### src/rtl/silence_mute_pkg.sv
package silence_mute_pkg;
  localparam int NUM_CH = 2;
  localparam int CH_L = 0;
  localparam int CH_R = 1;

  typedef struct packed {
    logic              clearAll;
    logic [NUM_CH-1:0] advance;
    logic [NUM_CH-1:0] restart;
  } muteStrobes_t;
endpackage

### src/rtl/silence_mute_ctrl.sv
module silence_mute_ctrl
  import silence_mute_pkg::*;
#(
  parameter int SAMPLE_W = 24
) (
  input  logic                          muteEnable,
  input  logic [NUM_CH-1:0]             sampleValid,
  input  logic [NUM_CH-1:0][SAMPLE_W-1:0] sampleIn,
  output muteStrobes_t                  strobes
);
  logic [NUM_CH-1:0] isSilent;

  for (genvar ch = 0; ch < NUM_CH; ch++) begin : g_classify
    assign isSilent[ch] = (sampleIn[ch] == '0) || (sampleIn[ch] == '1);
  end

  always_comb begin
    strobes.clearAll = !muteEnable;
    strobes.advance  = {NUM_CH{muteEnable}} & sampleValid & isSilent;
    strobes.restart  = {NUM_CH{muteEnable}} & sampleValid & ~isSilent;
  end
endmodule

### src/rtl/silence_mute_dp.sv
module silence_mute_dp
  import silence_mute_pkg::*;
#(
  parameter int RUN_LEN = 512
) (
  input  logic              clk,
  input  logic              rstN,
  input  muteStrobes_t      strobes,
  output logic [NUM_CH-1:0] muteFlag
);
  localparam int CNT_W = $clog2(RUN_LEN + 1);
  localparam logic [CNT_W-1:0] LIMIT = CNT_W'(RUN_LEN);
  localparam logic [CNT_W-1:0] LAST  = CNT_W'(RUN_LEN - 1);

  for (genvar ch = 0; ch < NUM_CH; ch++) begin : g_chan
    logic [CNT_W-1:0] runCount;
    always_ff @(posedge clk) begin
      if (!rstN || strobes.clearAll || strobes.restart[ch]) begin
        runCount     <= '0;
        muteFlag[ch] <= 1'b0;
      end else if (strobes.advance[ch] && runCount != LIMIT) begin
        runCount <= runCount + 1'b1;
        if (runCount == LAST) muteFlag[ch] <= 1'b1;
      end
    end
  end
endmodule

### src/rtl/silence_mute_det.sv
module silence_mute_det
  import silence_mute_pkg::*;
#(
  parameter int SAMPLE_W = 24,
  parameter int RUN_LEN  = 512
) (
  input  logic                clk,
  input  logic                rstN,
  input  logic                muteEnable,
  input  logic                sampleValidL,
  input  logic [SAMPLE_W-1:0] sampleL,
  input  logic                sampleValidR,
  input  logic [SAMPLE_W-1:0] sampleR,
  output logic                muteReqL,
  output logic                muteReqR
);
  muteStrobes_t strobes;
  logic [NUM_CH-1:0] muteFlag;
  logic [NUM_CH-1:0] validVec;
  logic [NUM_CH-1:0][SAMPLE_W-1:0] sampleVec;

  assign validVec[CH_L]  = sampleValidL;
  assign validVec[CH_R]  = sampleValidR;
  assign sampleVec[CH_L] = sampleL;
  assign sampleVec[CH_R] = sampleR;

  silence_mute_ctrl #(.SAMPLE_W(SAMPLE_W)) u_ctrl (
    .muteEnable (muteEnable),
    .sampleValid(validVec),
    .sampleIn   (sampleVec),
    .strobes    (strobes)
  );

  silence_mute_dp #(.RUN_LEN(RUN_LEN)) u_dp (
    .clk     (clk),
    .rstN    (rstN),
    .strobes (strobes),
    .muteFlag(muteFlag)
  );

  assign muteReqL = muteFlag[CH_L];
  assign muteReqR = muteFlag[CH_R];
endmodule

### config.mk
export PLATFORM = sky130hd
export DESIGN_NAME = silence_mute_det
export DESIGN_NICKNAME = d
export VERILOG_FILES = /design/src/rtl/silence_mute_pkg.sv /design/src/rtl/silence_mute_ctrl.sv /design/src/rtl/silence_mute_dp.sv /design/src/rtl/silence_mute_det.sv
export SDC_FILE = /design/constraint.sdc
export NUM_CORES = 1
export LEC_CHECK = 0
export ABC_CLOCK_PERIOD_IN_PS = 4400
export BUFFER_PORTS_ARGS = -buffer_cell sky130_fd_sc_hd__clkbuf_2
export CAP_MARGIN = 20
export CORE_AREA = 2 2 62 52
export DETAILED_ROUTE_END_ITERATION = 10
export DIE_AREA = 0 0 64 54
export PLACE_DENSITY = 0.84
export SYNTH_ARGS = -nofsm -noshare
export SYNTH_HDL_FRONTEND = slang
export SYNTH_HIERARCHICAL = 1
export SYNTH_SLANG_ARGS = --single-unit
### constraint.sdc
create_clock -name clk -period 4.4 [get_ports clk]
set_clock_uncertainty 0.15 [all_clocks]
set_input_delay 0.66 -clock clk [delete_from_list [all_inputs] [get_ports clk]]
set_output_delay 0.66 -clock clk [all_outputs]
set_load 0.02 [all_outputs]
=== Yosys cells after proc, flatten, opt, wreduce, memory -nomap -nowiden ===
Index checks and enable logic that the tools add are counted.

* Bitwise operators: 4
* Equal/unequal tests: 6
* Reduce and logical (&&, ||, !) cells: 13
* Add/sub/neg operators: 2

{| class="wikitable"
|+ Operators with widths
! operator !! number
|-
| == test 24 bit, second input constant || 2
|-
| logical NOT 24 bit || 2
|-
| adder 10 x 1 -> 10 bit, second input constant || 2
|-
| == test 10 x 9 -> 1 bit, second input constant || 2
|-
| inequality test 10 bit, second input constant || 2
|-
| bitwise AND 2 bit || 3
|-
| logical OR 1 bit || 5
|-
| AND reduction 2 bit || 2
|-
| logical AND 1 bit || 2
|-
| logical NOT 1 bit || 2
|-
| NOT 2 bit || 1
|}

* Output and inout bits: 2
* Logic and storage cells: 29
* Flip-flop bits (word level): 22
* Bits of input ports: 53

=== Depth between registers and ports, before layout ===
Gate-level depths: netlist (run 1).

* Depth in word-level cells: 5
* Depth in mapped cells: 7
* Mapped depth without buffers: 7

=== Cells and area by module ===
The synthesis (run 1) kept the hierarchy.

{| class="wikitable"
|+ By module, submodules not included
! module !! seq. area each (µm²) !! area each (µm²) !! cells an instance !! times used
|-
| silence_mute_dp || 440.4 || 1093.5 || 126 || 1
|-
| silence_mute_ctrl || 0.0 || 256.5 || 41 || 1
|}

=== Worst setup path after synthesis (run 1) ===
OpenSTA, ideal clock, no wires.

* Kind: input-to-reg
* From: input port sampleR[18]
* To: register u_dp.g_chan[1].runCount[9]
* Data required time: 4.180 ns
* Slack: 1.848 ns
* Path buffers: 0
* Data arrival time: 2.332 ns
* Stages on the path: 7
* Setup time: 0.070 ns
* Cells stage by stage: nor4_1 > and4_1 > nand3_1 > a21oi_1 > nand4_2 > or4_1 > a21oi_1

{| class="wikitable"
|+ RTL lines
! element !! line !! RTL
|-
| start: declaration || silence_mute_det.sv:13 || <nowiki>input logic [SAMPLE_W-1:0] sampleR,</nowiki>
|-
| end signal: assignment || silence_mute_dp.sv:22 || <nowiki>runCount <= runCount + 1'b1;</nowiki>
|-
| end: declaration || silence_mute_dp.sv:16 || <nowiki>logic [CNT_W-1:0] runCount;</nowiki>
|}

==> out/metrics.csv, run 1 <==
metric,value,unit
"Avg Cell Area, Syn",8.084,µm²
"non-filler cells, final",263,
worst-path fanout max,7,
Pre-antenna DRT Iters,4,
Cell Rows,18,
clk root buf,clkbuf_4,
Core Region,2905,µm²
number of DRC markers in iteration 0,127,
IO Port Bufs,54,
Worst Tran Pin Value,0.5775,ns
crit start category,input port,
critical path's top delay family,simple AND/OR/NAND/NOR gates,
CTS max path bufs,2,
most frequent CP cell,a21oi_1,
clock sink count,22,
CP Data Arrival Time,2.69,ns
vias in the first global route,1345,
Static Leakage,0.6336,nW
Synthesized Nets,224,
worst hold path class,flop to flop,
post-synth top area share,32.62,%
Synth area leaders,"dfxtp_1 33%, nand4_1 7.4%, nor4_1 7.0%",
Post-CTS Setup Bufs,0,
final period utilization,59.00,%
"flops & latches, synth",22,
part of the Yosys area used for sequential elements,32.62,%
worst-path cell chain,clkbuf_2 > nor4_1 > and4_1 > nand3_1 > a21oi_1 > nand4_2 > or4_1 > a21oi_1,
Worst path depth,8,
Slew Limit Fails,0,
H-tree depth,1,
drt total wl,3.268,mm
WS Path Type,input port to flop,
number of max-cap violations,0,
Worst setup endpoint,u_dp/g_chan[1].runCount[9]$_SDFFE_PP0P_,
RSZ-0062 raised after global routing,no,
placer congestion estimate,0.8957,
mapped cell area,1350,µm²
Max VDD drop,0.1755,mV
top layer reached by signal wires,met3,
Crit path required time,4.50,ns
DIE HEIGHT,54,µm
initial antenna violation count,0,
Layout area overhead,25.86,%
Slew headroom,61.42,%
hold_buf cts,0,
fmax,385.2,MHz
"Core Util, Final",58.48,%
die width,64,µm
DRC violations left,0,
"CTS clk-pin slew, worst paths",0.12,ns
status,"complete, no violations",
Setup TNS,0,ns
drt via density,5.555,
Final HPWL DP,2.723,mm
M1 WL,1.594,mm
Yosys top cell by area,dfxtp_1,
"Slowest-stage cell, CP",or4_1,
antenna cells,0,
TritonCTS buffer count,3,
via count,1461,
Final setup viols,0,
"slowest stage delay, CP",0.51,ns
RR Endpoint,u_dp/g_chan[0].runCount[0]$_SDFFE_PP0P_,
reg2reg start,u_dp/g_chan[0].runCount[0]$_SDFFE_PP0P_,
placed cell count,259,
layout cell share with drive strength beyond 1,30.94,%
Worst-Skew Late Latency,0.30,ns
metal2 WL,1.569,mm
buffer and inverter count on the worst path,1,
crit end category,flop,
drt wl/cell,12.43,µm
DRT antenna net count,0,
Die ar.,3456,µm²
Syn. warnings,6,
metal3 WL,105,µm
GRT Util Overall,21.22,%
first-pass GRT wire length,5.802,mm
crit path time final,2.596,ns
CP startpoint,sampleR[13],
# IOs,55,
Yosys cell types,32,
Overall Power,351.7,µW
pin count of the biggest net entering global routing,13,
Final nets,281,
Fin. Hold Viols,0,
R2R depth,5,
Post-CTS Resized,0,
post-synthesis instance total,167,
CTS tree,yes,
PwrDens,207.0,nW/µm²
grt ovf,0,
Initial Utilization,46.47,%
reg2reg setup slack,2.75,ns
[final cells by class]
type                            count  area, µm²
Clock buffer                        4      36.28
Fill cell                         281       1206
Inverter                            8      30.03
Multi-Input combinational cell    135      872.1
Sequential cell                    22      440.4
Tap cell                           40      50.05
Timing Repair Buffer               54      270.3
[where the power goes]
| part | total, mW | switching [mW] | internal, mW |
|---|---|---|---|
| Combinational | 0.0415 | 0.0197 | 0.0218 |
| Sequential | 0.199 | 0.000000000401 | 0.199 |
| Clock | 0.111 | 0.0606 | 0.0505 |
| Total | 0.352 | 0.0804 | 0.271 |
[logic make-up (layout without fill, tap and decap cells)]
group           Yosys count  in the layout  synth area share [%]
flops                    22             22                 32.62
compound gates           30             30                 12.88
fa+ha+maj                 4              4                 3.707
simple gates             93             93                 42.45
xor+xnor                  4              4                 2.595
buf+inv                  10             66                 2.781
mux                       4              4                 2.966
[per-stage QoR]
stage	hold WS, ns	worst slack [ns]	instance area, µm²
after floorplan	0.3102	1.848	1350
after global placement	0.2981	1.479	1663
after detailed placement	0.3114	1.500	1663
after CTS	0.3403	1.802	1699
after global routing	0.3515	1.575	1699
final	0.3361	1.804	1699
[Yosys cell counts]
library cell,instances
nor4_1,15
o21a_1,2
nand2_1,20
or3_1,6
ha_1,4
inv_1,8
nand4_1,16
nor2b_1,1
or3_2,2
and4_1,2
o31ai_1,2
clkbuf_1,2
or3b_2,2
a21oi_1,14
and2b_1,1
nand4_2,4
dfxtp_1,22
a31o_2,1
a311o_1,1
nand3b_1,1
nor4_2,2
a31oi_1,1
nor2_1,7
a41oi_1,1
and3b_1,2
xor2_1,4
or4_1,2
o21ai_0,8
nand3_1,6
mux2i_1,4
nor3b_1,3
nor4b_1,1
[worst min path at each step]
stage	startpoint	to	slack, ns	cells past startpoint
CTS	u_dp/muteFlag[1]$_SDFFE_PP0P_	u_dp/muteFlag[1]$_SDFFE_PP0P_	0.34	1
global placement	u_dp/muteFlag[0]$_SDFFE_PP0P_	u_dp/muteFlag[0]$_SDFFE_PP0P_	0.30	1
detailed placement	u_dp/muteFlag[1]$_SDFFE_PP0P_	u_dp/muteFlag[1]$_SDFFE_PP0P_	0.31	1
floorplan	u_dp/g_chan[1].runCount[9]$_SDFFE_PP0P_	u_dp/g_chan[1].runCount[9]$_SDFFE_PP0P_	0.31	2
global route	u_dp/muteFlag[1]$_SDFFE_PP0P_	u_dp/muteFlag[1]$_SDFFE_PP0P_	0.35	1
finish	u_dp/muteFlag[0]$_SDFFE_PP0P_	u_dp/muteFlag[0]$_SDFFE_PP0P_	0.34	1
[flip-flops by register name (all words and copies together) (netlist names)]
register              count
u_dp/muteFlag             2
u_dp/g_chan.runCount     20
[per-layer routing]
layer | up-vias | GRT usage, %
li1 | 762 | -
met5 | - | 0
met2 | 21 | 36.46
met3 | 0 | 4.393
met1 | 678 | 28.63
met4 | 0 | 2.174
[placed cells by master, fill, tap and decap left out, types with 6 or more instances in the layout]
cell type / n
nand3_1: 6
nor2_1: 7
nand4_1: 16
o21ai_0: 8
inv_1: 8
nand2_1: 20
nor4_1: 15
a21oi_1: 14
dfxtp_1: 22
clkbuf_2: 54
or3_1: 6
No activity file was read; power rests on OpenSTA's default activity.
==> run 2, diff against run 1 <==
Settings changed: ABC_CLOCK_PERIOD_IN_PS 4400 to 2200, CORE_AREA 2 2 62 52 to 2 2 66 56, DIE_AREA 0 0 64 54 to 0 0 68 58, PLACE_DENSITY 0.84 to 0.78.
Clock period 4.4 ns to 2.2 ns, I/O delays scaled along.
==> out/metrics.csv, run 2 (synthesis results as in run 1) <==
metric,value,unit,change
Final nets,288,,+2.5%
antenna cells,0,,unchanged
Overall Power,860.3,µW,+140%
Final HPWL DP,2.645,mm,-2.9%
"slowest stage delay, CP",0.42,ns,-0.09 ns
drt wl/cell,12.04,µm,-3.1%
clk root buf,clkbuf_8,,
drt total wl,3.275,mm,+0.21%
hold_ws,0.3297,ns,-0.006354 ns
status,"complete, no violations",,
fmax,502.4,MHz,
crit start category,input port,,
Initial Utilization,41.15,%,-5.3 points
DP Area,1722,µm²,+3.5%
"CTS clk-pin slew, worst paths",0.08,ns,-0.04 ns
IO Port Bufs,54,,unchanged
die width,68,µm,+6.3%
Slew Limit Fails,0,,unchanged
final period utilization,90.47,%,
Clock power frac,43.8,%,+12 points
CTS max path bufs,2,,unchanged
PwrDens,479.8,nW/µm²,+130%
DIE HEIGHT,58,µm,+7.4%
"commonest cells after routing, fill and taps aside","54 x clkbuf_2, 22 x dfxtp_1, 20 x nand2_1",,
via count,1488,,+1.8%
Pint,686.5,µW,+150%
Core Region,3281,µm²,+13%
R2R depth,5,,unchanged
worst hold path startpoint,u_dp/muteFlag[1]$_SDFFE_PP0P_,,
layout cell share with drive strength beyond 1,33.48,%,+2.5 points
Layout area overhead,32.81,%,
number of max-cap violations,0,,unchanged
Max VDD drop,0.6260,mV,+260%
Post-CTS Resized,0,,unchanged
Fin. Hold Viols,0,,unchanged
DRC violations left,0,,unchanged
Post-CTS Setup Bufs,0,,unchanged
vias in the first global route,1343,,-0.15%
RSZ-0062 raised after global routing,no,,
clock sink count,22,,unchanged
WS Path Type,input port to flop,,
hold depth,1,,unchanged
Die ar.,3944,µm²,+14%
CP Data Arrival Time,2.04,ns,-0.65 ns
GRT Util Overall,18.58,%,-2.6 points
Worst Tran Pin Value,0.3949,ns,-0.1825 ns
DRT antenna net count,0,,unchanged
Worst-Skew Late Latency,0.26,ns,-0.04 ns
Pre-antenna DRT Iters,4,,unchanged
TritonCTS buffer count,3,,unchanged
H-tree depth,1,,unchanged
worst-path fanout max,4,,-3
Cell Rows,19,,+1
switching power total,173.8,µW,+120%
crit end category,flop,,
RR Endpoint,u_dp/g_chan[0].runCount[1]$_SDFFE_PP0P_,,
Static Leakage,0.6834,nW,+7.9%
drt via density,5.471,,-1.5%
reg2reg start,u_dp/g_chan[0].runCount[0]$_SDFFE_PP0P_,,
initial antenna violation count,0,,unchanged
# IOs,55,,unchanged
"Slowest-stage cell, CP",or3_2,,
pin count of the biggest net entering global routing,14,,+1
worst hold path class,flop to flop,,
Hold EP,u_dp/muteFlag[1]$_SDFFE_PP0P_,,
"most common cell after layout, fill and taps aside",clkbuf_2,,
Largest Register,u_dp/g_chan.runCount,,
first-pass GRT wire length,5.761,mm,-0.71%
"Design Area, Final",1793,µm²,+5.5%
Final setup viols,0,,unchanged
number of DRC markers in iteration 0,64,,-50%
reg2reg setup slack,0.58,ns,-2.17 ns
grt ovf,0,,unchanged
worst-path cell chain,clkbuf_2 > nor4_1 > and4_1 > nand3_1 > a21oi_2 > buf_4 > nand4_1 > or3_2 > a21oi_1,,
Comb pwr share,9.9,%,-1.9 points
hold_buf cts,0,,unchanged
Crit path required time,2.25,ns,-2.25 ns
placer congestion estimate,0.7805,,-13%
switching fraction of total power,20.21,%,-2.6 points
CTS tree,yes,,
Slew headroom,73.30,%,+12 points
biggest regs,"u_dp/g_chan.runCount x20, u_dp/muteFlag x2",,
Seq pwr share,46.2,%,-10 points
Largest register FFs,20,,unchanged
crit path time final,1.990,ns,
[run 2: stage by stage]
step	instances	util [%]	worst slack (ns)	setup TNS [ns]
after floorplan	167	-	0.01868	0
after global placement	268	52.48	-0.02319	-0.06335
after detailed placement	268	52.48	-0.05319	-0.2110
after CTS	272	54.65	0.2047	0
after global routing	272	54.65	0.07943	0
final	272	54.65	0.2097	0
[run 2: routing by layer]
| metal | GRT usage, % | routed length [µm] | up-vias |
|---|---|---|---|
| li1 | - | - | 775 |
| met1 | 25.48 | 1659 | 682 |
| met4 | 3.429 | 10 | 0 |
| met2 | 29.54 | 1484 | 29 |
| met5 | 0 | 0 | - |
| met3 | 5.049 | 120 | 2 |
[run 2: how the worst max path moves through the flow]
stage                      from                                 endpoint  slack [ns]
finish               sampleR[0]  u_dp/g_chan[1].runCount[8]$_SDFFE_PP0P_        0.21
global route        sampleL[15]  u_dp/g_chan[0].runCount[8]$_SDFFE_PP0P_        0.08
CTS                  sampleR[0]  u_dp/g_chan[1].runCount[8]$_SDFFE_PP0P_        0.20
detailed placement   sampleR[0]  u_dp/g_chan[1].runCount[8]$_SDFFE_PP0P_       -0.05
global placement    sampleL[14]  u_dp/g_chan[0].runCount[6]$_SDFFE_PP0P_       -0.02
floorplan           sampleL[20]  u_dp/g_chan[0].runCount[9]$_SDFFE_PP0P_        0.02
[run 2: critical path, delay by kind of cell]
family | cells | cell delay (ns)
and+or+nand+nor | 5 | 1.13
AOI/OAI and AO/OA | 2 | 0.33
buffers and inverters | 2 | 0.24
[run 2: final cells by class]
cell class                      count  area (µm²)
Multi-Input combinational cell    135       875.8
Sequential cell                    22       440.4
Timing Repair Buffer               61       322.8
Tap cell                           42       52.55
Clock inverter                      1       30.03
Clock buffer                        3       41.29
Fill cell                         298        1488
Inverter                            8       30.03
[run 2: power by group through the flow]
stage	sequential [mW]	combinational, mW	clock [mW]
detailed placement	0.407	0.0848	0
floorplan	0.407	0.0212	0
finish	0.398	0.0854	0.377
global placement	0.407	0.0830	0
CTS	0.398	0.0852	0.390
global route	0.398	0.0960	0.405
